--- src/rtl/gpio_fn_pkg.sv ---
package gpio_fn_pkg;
  localparam int unsigned FW  = 3;   // bits per function field
  localparam int unsigned FPW = 10;  // fields per function word

  typedef enum logic [2:0] {
    FN_IN   = 3'd0,
    FN_OUT  = 3'd1,
    FN_ALT5 = 3'd2,
    FN_ALT4 = 3'd3,
    FN_ALT0 = 3'd4,
    FN_ALT1 = 3'd5,
    FN_ALT2 = 3'd6,
    FN_ALT3 = 3'd7
  } fn_code_e;

  localparam logic [7:0] OFS_SET_LO = 8'h1C;
  localparam logic [7:0] OFS_SET_HI = 8'h20;
  localparam logic [7:0] OFS_CLR_LO = 8'h28;
  localparam logic [7:0] OFS_CLR_HI = 8'h2C;
  localparam logic [7:0] OFS_LEV_LO = 8'h34;
  localparam logic [7:0] OFS_LEV_HI = 8'h38;
  localparam logic [7:0] OFS_PULL0  = 8'hE4;
  localparam int unsigned PULL_WORDS = 4;

  function automatic logic [31:0] pull_reset(input int unsigned k);
    case (k)
      0:       return 32'hAAA9_5555;
      1:       return 32'hA0AA_AAAA;
      2:       return 32'h50AA_A95A;
      default: return 32'h0005_5555;
    endcase
  endfunction
endpackage

--- src/rtl/gpio_fsel_regs.sv ---
module gpio_fsel_regs
  import gpio_fn_pkg::*;
#(
  parameter int unsigned NPINS = 54,
  parameter int unsigned NWORDS = (NPINS + FPW - 1) / FPW,
  parameter int unsigned WIDX = (NWORDS > 1) ? $clog2(NWORDS) : 1
) (
  input  logic                  clk,
  input  logic                  rst_n,
  input  logic                  wr_en,
  input  logic [WIDX-1:0]       wr_idx,
  input  logic [31:0]           wr_data,
  input  logic [WIDX-1:0]       rd_idx,
  output logic [31:0]           rd_word,
  output logic [NPINS*FW-1:0]   codes
);
  logic [FW-1:0] code_q [NPINS];

  for (genvar p = 0; p < NPINS; p++) begin : g_pin
    localparam int unsigned WSEL = p / FPW;
    localparam int unsigned FSEL = p % FPW;
    always_ff @(posedge clk or negedge rst_n) begin
      if (!rst_n) code_q[p] <= FN_IN;
      else if (wr_en && wr_idx == WIDX'(WSEL)) code_q[p] <= wr_data[FSEL*FW +: FW];
    end
    assign codes[p*FW +: FW] = code_q[p];
  end

  always_comb begin
    rd_word = '0;
    for (int f = 0; f < FPW; f++) begin
      if (int'(rd_idx) * FPW + f < NPINS)
        rd_word[f*FW +: FW] = code_q[int'(rd_idx) * FPW + f];
    end
  end
endmodule

--- src/rtl/gpio_level_bank.sv ---
module gpio_level_bank #(
  parameter int unsigned WIDTH = 32
) (
  input  logic             clk,
  input  logic             rst_n,
  input  logic             set_we,
  input  logic             clr_we,
  input  logic [WIDTH-1:0] wdata,
  output logic [WIDTH-1:0] level
);
  always_ff @(posedge clk or negedge rst_n) begin
    if (!rst_n)      level <= '0;
    else if (set_we) level <= level | wdata;
    else if (clr_we) level <= level & ~wdata;
  end
endmodule

--- src/rtl/gpio_card_route.sv ---
module gpio_card_route
  import gpio_fn_pkg::*;
#(
  parameter int unsigned NPINS = 54,
  parameter int unsigned FIRST = 48,
  parameter int unsigned COUNT = 6
) (
  input  logic                clk,
  input  logic                rst_n,
  input  logic                fsel_written,
  input  logic [NPINS*FW-1:0] codes,
  output logic                to_b
);
  logic upd_q, all_in, all_alt0;

  always_comb begin
    all_in   = 1'b1;
    all_alt0 = 1'b1;
    for (int i = 0; i < COUNT; i++) begin
      if (codes[(FIRST+i)*FW +: FW] != FN_IN)   all_in   = 1'b0;
      if (codes[(FIRST+i)*FW +: FW] != FN_ALT0) all_alt0 = 1'b0;
    end
  end

  always_ff @(posedge clk or negedge rst_n) begin
    if (!rst_n) begin
      upd_q <= 1'b0;
      to_b  <= 1'b0;
    end else begin
      upd_q <= fsel_written;
      if (upd_q) begin
        if (all_in)        to_b <= 1'b0;
        else if (all_alt0) to_b <= 1'b1;
      end
    end
  end
endmodule

--- src/rtl/gpio_fn_ctrl.sv ---
module gpio_fn_ctrl
  import gpio_fn_pkg::*;
#(
  parameter int unsigned NPINS     = 54,
  parameter int unsigned LO_PINS   = 32,
  parameter int unsigned CARD_PIN0 = 48,
  parameter int unsigned CARD_PINS = 6
) (
  input  logic             clk,
  input  logic             rst_n,
  input  logic [7:0]       bus_addr,
  input  logic             bus_wen,
  input  logic             bus_ren,
  input  logic [31:0]      bus_wdata,
  output logic [31:0]      bus_rdata,
  output logic [NPINS-1:0] pin_out,
  output logic [NPINS-1:0] pin_oe,
  output logic             card_to_b
);
  localparam int unsigned HI_PINS = NPINS - LO_PINS;
  localparam int unsigned NWORDS  = (NPINS + FPW - 1) / FPW;
  localparam int unsigned WIDX    = (NWORDS > 1) ? $clog2(NWORDS) : 1;

  logic                aligned, fsel_hit, pull_hit;
  logic [5:0]          word_no;
  logic [1:0]          pull_idx;
  logic [31:0]         fsel_rd, rmux;
  logic [NPINS*FW-1:0] codes;
  logic [LO_PINS-1:0]  lev_lo;
  logic [HI_PINS-1:0]  lev_hi;
  logic [31:0]         pull_q [PULL_WORDS];
  logic [7:0]          pull_ofs;

  assign aligned  = bus_addr[1:0] == 2'b00;
  assign word_no  = bus_addr[7:2];
  assign fsel_hit = aligned && (word_no < 6'(NWORDS));
  assign pull_ofs = bus_addr - OFS_PULL0;
  assign pull_hit = aligned && (bus_addr >= OFS_PULL0) && (pull_ofs < 8'(PULL_WORDS * 4));
  assign pull_idx = pull_ofs[3:2];

  gpio_fsel_regs #(.NPINS(NPINS), .NWORDS(NWORDS), .WIDX(WIDX)) u_fsel (
    .clk(clk), .rst_n(rst_n),
    .wr_en(bus_wen && fsel_hit), .wr_idx(word_no[WIDX-1:0]), .wr_data(bus_wdata),
    .rd_idx(word_no[WIDX-1:0]), .rd_word(fsel_rd), .codes(codes)
  );

  gpio_level_bank #(.WIDTH(LO_PINS)) u_lev_lo (
    .clk(clk), .rst_n(rst_n),
    .set_we(bus_wen && bus_addr == OFS_SET_LO),
    .clr_we(bus_wen && bus_addr == OFS_CLR_LO),
    .wdata(bus_wdata[LO_PINS-1:0]), .level(lev_lo)
  );

  gpio_level_bank #(.WIDTH(HI_PINS)) u_lev_hi (
    .clk(clk), .rst_n(rst_n),
    .set_we(bus_wen && bus_addr == OFS_SET_HI),
    .clr_we(bus_wen && bus_addr == OFS_CLR_HI),
    .wdata(bus_wdata[HI_PINS-1:0]), .level(lev_hi)
  );

  gpio_card_route #(.NPINS(NPINS), .FIRST(CARD_PIN0), .COUNT(CARD_PINS)) u_route (
    .clk(clk), .rst_n(rst_n),
    .fsel_written(bus_wen && fsel_hit), .codes(codes), .to_b(card_to_b)
  );

  for (genvar k = 0; k < PULL_WORDS; k++) begin : g_pull
    always_ff @(posedge clk or negedge rst_n) begin
      if (!rst_n) pull_q[k] <= pull_reset(k);
      else if (bus_wen && pull_hit && pull_idx == 2'(k)) pull_q[k] <= bus_wdata;
    end
  end

  for (genvar p = 0; p < NPINS; p++) begin : g_pad
    assign pin_oe[p] = codes[p*FW +: FW] == FN_OUT;
  end
  assign pin_out = {lev_hi, lev_lo} & pin_oe;

  always_comb begin
    rmux = '0;
    if (fsel_hit)                      rmux = fsel_rd;
    else if (pull_hit)                 rmux = pull_q[pull_idx];
    else if (bus_addr == OFS_LEV_LO)   rmux = 32'(lev_lo);
    else if (bus_addr == OFS_LEV_HI)   rmux = 32'(lev_hi);
  end

  always_ff @(posedge clk or negedge rst_n) begin
    if (!rst_n)       bus_rdata <= '0;
    else if (bus_ren) bus_rdata <= rmux;
  end
endmodule

--- config.mk ---
export PLATFORM = sky130hd
export DESIGN_NAME = gpio_fn_ctrl
export DESIGN_NICKNAME = d
export VERILOG_FILES = /design/src/rtl/gpio_fn_pkg.sv /design/src/rtl/gpio_fsel_regs.sv /design/src/rtl/gpio_level_bank.sv /design/src/rtl/gpio_card_route.sv /design/src/rtl/gpio_fn_ctrl.sv
export SDC_FILE = /design/constraint.sdc
export NUM_CORES = 1
export LEC_CHECK = 0
export CAP_MARGIN = 20
export CORE_ASPECT_RATIO = 1.5
export CORE_MARGIN = 10
export CORE_UTILIZATION = 30
export CTS_CLUSTER_DIAMETER = 150
export DETAILED_ROUTE_END_ITERATION = 8
export GPL_TIMING_DRIVEN = 0
export HOLD_SLACK_MARGIN = 0.02
export PLACE_DENSITY = 0.43
export REMOVE_ABC_BUFFERS = 1
export SETUP_SLACK_MARGIN = 0.05
export SLEW_MARGIN = 25
export SYNTH_ARGS = -nofsm -noshare
export SYNTH_HDL_FRONTEND = slang
export SYNTH_SLANG_ARGS = --single-unit
export TNS_END_PERCENT = 30
--- constraint.sdc ---
create_clock -name clk -period 2.9 [get_ports clk]
set_input_delay 0.58 -clock clk [delete_from_list [all_inputs] [get_ports clk]]
set_output_delay 0.58 -clock clk [all_outputs]
set_load 0.005 [all_outputs]
==> flow_summary.json <==
{
  "outcome": "completed",
  "grt.total_usage": 0.229,
  "wl_per_cell_um": 32.9,
  "p_leak_nw": 12.2,
  "grt_pass1_vias": 18100,
  "place.gp.congestion": 0.885,
  "row_count": 123,
  "drive_gt1_frac": 0.388,
  "ir_drop_uv": 356,
  "synth_area_um2": 22500,
  "fin_nets": 2077,
  "rsz0062_at_grt": "yes",
  "worstMarginPinSlew_ns": 1.07,
  "die_h_um": 356,
  "fin_cells": 3051,
  "clkPwrFrac": 0.390,
  "finalCriticalPeriod_ns": 2.88,
  "p_sw_frac": 0.299,
  "viasPerCell": 5.73,
  "synth_seq_cells": 378,
  "clk_latency_ns": 0.60,
  "synth_ff_type": "dfrtp_1",
  "antenna_left": 0,
  "final_common_cell": "dfrtp_1",
  "pin_count": 185,
  "die_area_um2": 86700,
  "clk_path_buf_depth": 3,
  "dr.pass1.iters": 6,
  "yosys_warnings": 0,
  "tritoncts": "done",
  "p_sw_w": 0.00420,
  "crit_arrival_ns": 2.30,
  "finClkSkew_ns": 0.0258,
  "ys_types": 74,
  "worstPathCellList": "nor3b_4 -> and2_1 -> clkdlybuf4s50_1",
  "routed_wl_um": 100000,
  "clockRootBuffer": "clkbuf_16",
  "powerDensity_nw_per_um2": 489,
  "pwr-share-comb": 0.194,
  "dpl.cell_count": 2924,
  "first_iter_violations": 1347,
  "critPathKind": "reg -> out",
  "cts.sink_count": 378,
  "yosys.area.top_type": "dfrtp_1",
  "grt_pass1_wl_um": 143000,
  "critPathSlowestCell": "clkdlybuf4s50_1",
  "hold_class": "in -> reg",
  "fp.dieW_um": 244,
  "p_seq_frac": 0.416,
  "grt_overflow_total": 0,
  "post-dp-hpwl_um": 70900,
  "drv_cap": 0,
  "cts.htree.levels": 2,
  "cp.required_ns": 2.32,
  "p_int_w": 0.00983,
  "synth_area_leaders": "dfrtp_1, mux2_2, mux4_2",
  "route.detailed.drc": 0,
  "max_freq_ghz": 0.347,
  "syn_inst": 1842,
  "cp-end-kind": "output pin",
  "numCtsBuffers": 42,
  "grt_max_degree": 86,
  "path_max_fanout": 5,
  "ys_async_sr_fraction": 1.00,
  "synth_top_area_frac": 0.360,
  "startpoint_type": "register",
  "syn2layout_area_growth_pct": 27.5,
  "slew_headroom": 0.283,
  "io_buffer_count": 184,
  "slew_viol_final": 0,
  "hold_viol": 0,
  "initial_core_util": 0.301,
  "setup_viol": 0,
  "synth-seq-area-share": 0.423,
  "finalSetupTns_ns": 0,
  "clkTransAtPathRegs_ns": 0.06,
  "post-route-period-util": 0.993,
  "synth_edf_count": 0,
  "core-area_um2": 74800,
  "grt_antenna_before_repair": 1,
  "mostFrequentLayoutCells": "dfrtp_1, mux2_2, clkdlybuf4s50_1",
  "vias": 17500,
  "max_stage_delay_ns": 0.53,
  "syn_avg_cell_area_um2": 12.2
}
-- worst max-delay path: cells and delay by family (launching register included) --
family,cells,cell delay (ns)
buf+inv,1,0.53
flops,1,0.46
simple gates,2,0.72
-- worst paths after layout --
path                                         from           end  slack, ns  cells past startpoint
worst max register to register   u_fsel.codes[50]  bus_rdata[2]       0.75                      4
min in group asynchronous                   rst_n    pull_q[31]       0.48                      2
worst min register to register         pull_q[25]    pull_q[25]       0.49                      1
worst max-delay path            u_fsel.codes[118]   pin_out[39]       0.02                      3
worst min-delay path                      bus_ren  bus_rdata[3]       0.32                      3
max in group asynchronous                   rst_n    pull_q[14]       1.01                      5
-- final cells by class --
| type | count | area [um2] |
|---|---|---|
| multi-input combinational | 1290 | 13100 |
| clock inverter | 13 | 160 |
| sequential | 378 | 9540 |
| antenna | 2 | 5.00 |
| timing repair buffer | 295 | 3400 |
| tap | 1000 | 1250 |
| fill | 7238 | 46100 |
| inverter | 10 | 75.1 |
| clock buffer | 63 | 1190 |
-- cells in the mapped netlist (7+ instances only) --
| library cell | instances |
|---|---|
| a21oi_1 | 20 |
| a221oi_1 | 19 |
| a22o_1 | 61 |
| a22oi_1 | 9 |
| a311oi_1 | 7 |
| a31oi_1 | 23 |
| and2_1 | 55 |
| and3_1 | 7 |
| buf_1 | 12 |
| buf_2 | 42 |
| buf_4 | 11 |
| clkbuf_1 | 98 |
| dfrtp_1 | 324 |
| dfstp_2 | 54 |
| ha_1 | 15 |
| inv_1 | 8 |
| mux2_1 | 7 |
| mux2_2 | 306 |
| mux2i_1 | 83 |
| mux4_2 | 141 |
| nand2_1 | 170 |
| nand2b_1 | 8 |
| nand3_1 | 19 |
| nor2_1 | 93 |
| nor3_1 | 10 |
| nor3b_1 | 55 |
| o211ai_1 | 16 |
| o21a_1 | 7 |
| o21ai_0 | 32 |
| o22ai_1 | 11 |
| xnor2_1 | 7 |
| xor2_1 | 7 |
-- layer usage --
| layer | wire length, um | vias up | GRT usage | share of wire |
|---|---|---|---|---|
| met2 | 52200 | 679 | 0.412 | 0.52 |
| met4 | 5780 | 0 | 0.121 | 0.058 |
| met5 | 0 | - | 0 | 0 |
| met3 | 4840 | 209 | 0.0331 | 0.048 |
| met1 | 37400 | 9236 | 0.258 | 0.37 |
| li1 | - | 7356 | - | - |
-- repair_timing --
item,in CTS,in global routing
buffers inserted,39,2
pin swaps,23,4
hold endpoints to repair,37,0
setup endpoints to repair,406,75
resized for setup,126,15
hold buffers,1,0
cloned,7,0
-- metrics by stage --
stage | worst slack (ns) | cell area (um2) | total power (W) | hold WS [ns] | utilization
global placement | -21.47 | 24900 | 0.00830 | 0.470 | 0.333
global route | -0.00432 | 28700 | 0.0145 | 0.305 | 0.384
detailed placement | -2.66 | 26100 | 0.00833 | 0.480 | 0.348
finish | 0.0196 | 28700 | 0.0140 | 0.317 | 0.384
CTS | -0.156 | 28600 | 0.0142 | 0.282 | 0.383
floorplan | -2.50 | 21800 | 0.00695 | 0.284 | -
-- power by group through the flow --
stage | clock network [W] | registers [W] | logic, W
after floorplan | 0 | 0.00578 | 0.00117
after global placement | 0 | 0.00591 | 0.00239
after detailed placement | 0 | 0.00591 | 0.00242
after CTS | 0.00562 | 0.00583 | 0.00270
after global routing | 0.00581 | 0.00587 | 0.00286
final | 0.00547 | 0.00584 | 0.00272
-- cells by family (layout without fill, tap and decap cells) --
family	after synthesis	after routing	synth area share
AO/OA/AOI/OAI	269	269	0.0927
XOR/XNOR	14	14	0.00544
adder cells (fa/ha/maj)	16	16	0.00922
buffers and inverters	174	381	0.0335
flip-flops	378	378	0.423
multiplexers	540	540	0.338
other	0	2	0
AND/OR/NAND/NOR	451	451	0.0984
No activity file was read; power rests on OpenSTA's default activity.
